## src/rtl/alias_bank_pkg.sv

```systemverilog
package alias_bank_pkg;

  // Access mode carried in address bits [3:2].
  typedef enum logic [1:0] {
    MODE_STORE  = 2'd0,
    MODE_SET    = 2'd1,
    MODE_CLEAR  = 2'd2,
    MODE_INVERT = 2'd3
  } access_mode_e;

  // Byte span of one register window (four word aliases).
  localparam int WINDOW_SHIFT = 4;

  // Width of a register index for a bank of n registers.
  function automatic int idx_width(input int n);
    return (n > 1) ? $clog2(n) : 1;
  endfunction

endpackage

```

## src/rtl/alias_addr_decode.sv

```systemverilog
module alias_addr_decode
  import alias_bank_pkg::*;
#(
  parameter int ADDR_W   = 8,
  parameter int NUM_REGS = 8,
  parameter int IDX_W    = 3
) (
  input  logic [ADDR_W-1:0] addr,
  output logic [IDX_W-1:0]  reg_idx,
  output access_mode_e      acc_mode,
  output logic              in_range
);
  localparam int SEL_W = ADDR_W - WINDOW_SHIFT;

  logic [SEL_W-1:0] reg_num;
  logic             byte_lane_unused;

  assign reg_num          = addr[ADDR_W-1:WINDOW_SHIFT];
  assign reg_idx          = reg_num[IDX_W-1:0];
  assign acc_mode         = access_mode_e'(addr[3:2]);
  assign byte_lane_unused = ^addr[1:0];

  always_comb begin
    in_range = (int'(reg_num) < NUM_REGS);
  end

endmodule

```

## src/rtl/alias_reg_cell.sv

```systemverilog
module alias_reg_cell
  import alias_bank_pkg::*;
#(
  parameter int DATA_W = 32
) (
  input  logic              clk,
  input  logic              rst,
  input  logic              hit,
  input  access_mode_e      mode,
  input  logic [DATA_W-1:0] wdata,
  output logic [DATA_W-1:0] q
);

  // Bitwise update applied by each alias.
  function automatic logic [DATA_W-1:0] next_value(
    input logic [DATA_W-1:0] cur,
    input logic [DATA_W-1:0] mask,
    input access_mode_e      m
  );
    logic [DATA_W-1:0] res;
    unique case (m)
      MODE_STORE:  res = mask;
      MODE_SET:    res = cur | mask;
      MODE_CLEAR:  res = cur & ~mask;
      MODE_INVERT: res = cur ^ mask;
      default:     res = cur;
    endcase
    return res;
  endfunction

  always_ff @(posedge clk) begin
    if (rst) begin
      q <= '0;
    end else if (hit) begin
      q <= next_value(q, wdata, mode);
    end
  end

endmodule

```

## src/rtl/alias_read_port.sv

```systemverilog
module alias_read_port #(
  parameter int DATA_W   = 32,
  parameter int NUM_REGS = 8,
  parameter int IDX_W    = 3
) (
  input  logic                       clk,
  input  logic                       rst,
  input  logic                       rd_en,
  input  logic [IDX_W-1:0]           reg_idx,
  input  logic                       in_range,
  input  logic [NUM_REGS*DATA_W-1:0] regs_flat,
  output logic [DATA_W-1:0]          rd_data
);
  logic [DATA_W-1:0] sel_value;

  always_comb begin
    if (in_range) begin
      sel_value = regs_flat[reg_idx*DATA_W +: DATA_W];
    end else begin
      sel_value = '0;
    end
  end

  always_ff @(posedge clk) begin
    if (rst) begin
      rd_data <= '0;
    end else if (rd_en) begin
      rd_data <= sel_value;
    end
  end

endmodule

```

## src/rtl/alias_reg_bank.sv

```systemverilog
module alias_reg_bank
  import alias_bank_pkg::*;
#(
  parameter int DATA_W   = 32,
  parameter int NUM_REGS = 8,
  parameter int ADDR_W   = 8
) (
  input  logic                       clk,
  input  logic                       rst,
  input  logic [ADDR_W-1:0]          addr,
  input  logic                       wr_en,
  input  logic [DATA_W-1:0]          wr_data,
  input  logic                       rd_en,
  output logic [DATA_W-1:0]          rd_data,
  output logic [NUM_REGS*DATA_W-1:0] regs_flat
);
  localparam int IDX_W = idx_width(NUM_REGS);

  // Named internal events, also observed by the bound checker.
  logic [IDX_W-1:0]    reg_idx;
  access_mode_e        acc_mode;
  logic                addr_in_range;
  logic [NUM_REGS-1:0] wr_hit;

  alias_addr_decode #(
    .ADDR_W  (ADDR_W),
    .NUM_REGS(NUM_REGS),
    .IDX_W   (IDX_W)
  ) u_decode (
    .addr    (addr),
    .reg_idx (reg_idx),
    .acc_mode(acc_mode),
    .in_range(addr_in_range)
  );

  for (genvar g = 0; g < NUM_REGS; g++) begin : g_reg
    assign wr_hit[g] = wr_en && addr_in_range && (reg_idx == IDX_W'(g));

    alias_reg_cell #(
      .DATA_W(DATA_W)
    ) u_cell (
      .clk  (clk),
      .rst  (rst),
      .hit  (wr_hit[g]),
      .mode (acc_mode),
      .wdata(wr_data),
      .q    (regs_flat[g*DATA_W +: DATA_W])
    );
  end

  alias_read_port #(
    .DATA_W  (DATA_W),
    .NUM_REGS(NUM_REGS),
    .IDX_W   (IDX_W)
  ) u_read (
    .clk      (clk),
    .rst      (rst),
    .rd_en    (rd_en),
    .reg_idx  (reg_idx),
    .in_range (addr_in_range),
    .regs_flat(regs_flat),
    .rd_data  (rd_data)
  );

endmodule

```

## config.mk

```make
export PLATFORM = sky130hd
export DESIGN_NAME = alias_reg_bank
export DESIGN_NICKNAME = d
export VERILOG_FILES = /design/src/rtl/alias_bank_pkg.sv /design/src/rtl/alias_addr_decode.sv /design/src/rtl/alias_reg_cell.sv /design/src/rtl/alias_read_port.sv /design/src/rtl/alias_reg_bank.sv
export SDC_FILE = /design/constraint.sdc
export NUM_CORES = 1
export LEC_CHECK = 0
export BUFFER_PORTS_ARGS = -buffer_cell sky130_fd_sc_hd__buf_2
export CORE_AREA = 2 2 180 252
export DETAILED_ROUTE_END_ITERATION = 10
export DIE_AREA = 0 0 182 254
export PLACE_DENSITY = 0.87
export SYNTH_ARGS = -nofsm -noshare
export SYNTH_HDL_FRONTEND = slang
export SYNTH_HIERARCHICAL = 1
export SYNTH_SLANG_ARGS = --single-unit
```

## constraint.sdc

```tcl
create_clock -name clk -period 2.71 [get_ports clk]
set_input_delay 0.542 -clock clk [delete_from_list [all_inputs] [get_ports clk]]
set_output_delay 0.542 -clock clk [all_outputs]
set_load 0.05 [all_outputs]
```

==> results.ini <==
[status]
status = complete, no violations

[setup_path]
cp_slowest_stage_delay_ns = 0.46
path_delay_family = flip-flops
cp_num_cells = 1
r2r_cells = 5
start_kind = register
path_max_fanout = 4
end_kind = output port
path_buf_inv = 1
worst_ep_arrival_time_ns = 1.32
crit_slowest_cell = dfxtp_1
cp.required_ns = 2.17
worst-setup-path-type = register to output port
cp_cell_sequence = buf_2

[clock_network]
path_clk_slew_ns = 0.06
ctsHtreeMaxLevel = 2
clk_path_buf_depth = 3
clkLatencyLatePin_ns = 0.54
cts_resized = 0
cts_made_buffers = 34
cts_sinks = 288
post-cts-setup-buffers = 0
cts-root-buf = clkbuf_16
cts_tree = yes
ctsHoldBuffers = 0

[placement]
dpl.hpwl_mm = 55.4
io_buffer_count = 329
placed_area_um2 = 30100
gp_congestion = 0.879

[sta]
finalHoldViolations = 0
fmax_mhz = 537
min_period_over_period_pct = 68.7
finalClockSkew_ns = 0.0157
slew_violations = 0
tns_ns = 0
finalCriticalPeriod_ns = 1.86
rsz0062_at_grt = no
setup_viol = 0
worst_pin_slew_ns = 0.561
relSlewSlack_pct = 62.6

[synth]
syn-cell-area_um2 = 28200
yosys_warnings = 6
yosys.cell_types.count = 32
synthCells = 3153
synth_nets = 3709
syn_area_per_cell_um2 = 8.95
synth-seq-area-share_pct = 20.4
synth_seq_cells = 288

[pwr]
power_mw = 11.4
power_density_nw_per_um2 = 366
max-vdd-ir-drop_mv = 0.363
p_leak_nw = 14.6

[global_route]
grt_pass1_wl_mm = 125
antenna_found_initial = 4
grt-ovfl-total = 0
grt_pass1_vias = 23600
grtUsageTotal_pct = 33.5
grt_max_degree = 98

[layout]
fillers = 3169
areaGrowthSynthToFinish_pct = 10.6
multiInputGateArea_um2 = 19200
seqCellArea_um2 = 5770
layout.nets = 3897
finalInstanceArea_um2 = 31200
drive_gt1_share_pct = 21.6

[job]
maxCapViolations = 0

[worst_hold_path]
min-delay-path-class = primary input to register
hold_path_depth = 2

[die]
core_um2 = 43900
ios = 332
die_w_um = 182
dieArea_um2 = 46200
fp.dieH_um = 254
start_util_pct = 64.2
num_rows = 91

[route]
num_vias = 24500
ant_nets = 0
wl_per_cell_um = 20.5
drc = 0
routed_wl_mm = 80.6
dr.pass1.iters = 5
drt_iter0_drc = 1903
vias_per_cell = 6.25

synthesized netlist by cell type (all sizes together):
master,number,area share [%]
nand2b,530,12
inv,513,6.8
ha,512,23
dfxtp,288,20
a32oi,232,7.2
mux2,232,9.3
o31ai,232,6.2
buf,135,3.5
clkbuf,113,1.5
mux2i,64,2.3
nand2,49,0.65
o21ai,48,0.85
nand3,33,0.60
a21oi,32,0.57
a22oi,32,0.85
mux4,32,2.7
nor3,26,0.50
a221o,24,0.85
and3b,8,0.25
nor3b,8,0.35
nor2,7,0.093
and2,1,0.022
nand3b,1,0.071
nor2b,1,0.022
worst reg2reg max path, stage by stage (launching register included):
cell      delay, ns
dfxtp_1        0.44
inv_1          0.13
ha_1           0.27
nand2b_1       0.14
a32oi_1        0.26
o31ai_1        0.13
metal layers:
layer,vias to the layer above,global-route usage (%),share of wire (%)
li1,11400,-,-
met1,11800,40.7,40
met4,2,21.1,5.9
met3,285,6.46,8.3
met5,-,0,0.016
met2,1085,54.7,46
stage by stage:
stage	setup slack, ns	util (%)	hold WS, ns	instances
finish	0.847	71.0	0.429	3927
floorplan	0.855	-	0.611	3153
global route	0.812	71.0	0.448	3926
global placement	0.478	68.4	0.450	3863
CTS	0.837	71.0	0.410	3924
detailed placement	0.446	68.4	0.455	3863
power by group:
part,total [mW],leakage (nW),switching (mW),internal [mW]
combinational,2.18,11.7,1.36,0.814
clock,4.87,0.571,2.00,2.87
sequential,4.37,2.33,0.0714,4.30
total,11.4,14.6,3.44,7.98
state kept, by name, indices dropped and copies added, names as in the netlist:
| register | count |
|---|---|
| u_read/rd_data | 32 |
| g.u_cell/q | 256 |
placed cells by master, fill, tap and decap left out:
| cell | count |
|---|---|
| nand3_1 | 32 |
| mux4_2 | 20 |
| nand2_1 | 49 |
| nand2b_1 | 530 |
| o31ai_1 | 232 |
| nor3b_4 | 8 |
| and2_1 | 1 |
| diode_2 | 3 |
| clkbuf_8 | 11 |
| nor2_2 | 1 |
| mux2i_1 | 64 |
| clkbuf_1 | 7 |
| buf_4 | 52 |
| clkbuf_16 | 35 |
| a22oi_1 | 32 |
| buf_12 | 19 |
| o21ai_1 | 16 |
| buf_8 | 2 |
| mux2_2 | 232 |
| nor2_4 | 6 |
| clkinv_2 | 5 |
| and3b_1 | 8 |
| mux4_1 | 12 |
| nor3_1 | 24 |
| inv_1 | 513 |
| a221o_1 | 24 |
| bufinv_16 | 2 |
| ha_1 | 512 |
| inv_6 | 1 |
| buf_6 | 1 |
| o21ai_0 | 32 |
| nand3_2 | 1 |
| nor3_4 | 2 |
| a21oi_1 | 32 |
| buf_2 | 326 |
| nor2b_2 | 1 |
| a32oi_1 | 232 |
| nand3b_4 | 1 |
| dfxtp_1 | 288 |
worst paths after layout:
| kind | endpoint | start | slack (ns) |
|---|---|---|---|
| setup reg to reg | g_reg[4].u_cell/q[31]$_SDFFE_PP0P_ | g_reg[4].u_cell/q[31]$_SDFFE_PP0P_ | 1.21 |
| setup / recovery | regs_flat[103] | g_reg[3].u_cell/q[7]$_SDFFE_PP0P_ | 0.85 |
| hold / removal | u_read/rd_data[2]$_SDFFE_PP0P_ | rst | 0.43 |
| hold reg to reg | u_read/rd_data[16]$_SDFFE_PP0P_ | u_read/rd_data[16]$_SDFFE_PP0P_ | 0.46 |
logic make-up after synthesis:
kind of cell / count (synthesis) / synth area share [%]
flip-flops: 288 / 20.4
multiplexers: 328 / 14.2
AO/OA/AOI/OAI: 600 / 16.5
AND/OR/NAND/NOR: 664 / 14.3
adder cells (fa/ha/maj): 512 / 22.7
buffers and inverters: 761 / 11.8
area by class of cell:
cell class                 count  share of cell area, %
multi-input combinational   2104                   61.6
sequential                   288                   18.5
timing repair buffer         400                   7.83
inverter                     513                   6.17
clock buffer                  53                   3.37
tap                          558                   2.24
clock inverter                 8                  0.301
antenna                        3                 0.0240
Power figures use the tool's default switching activity.
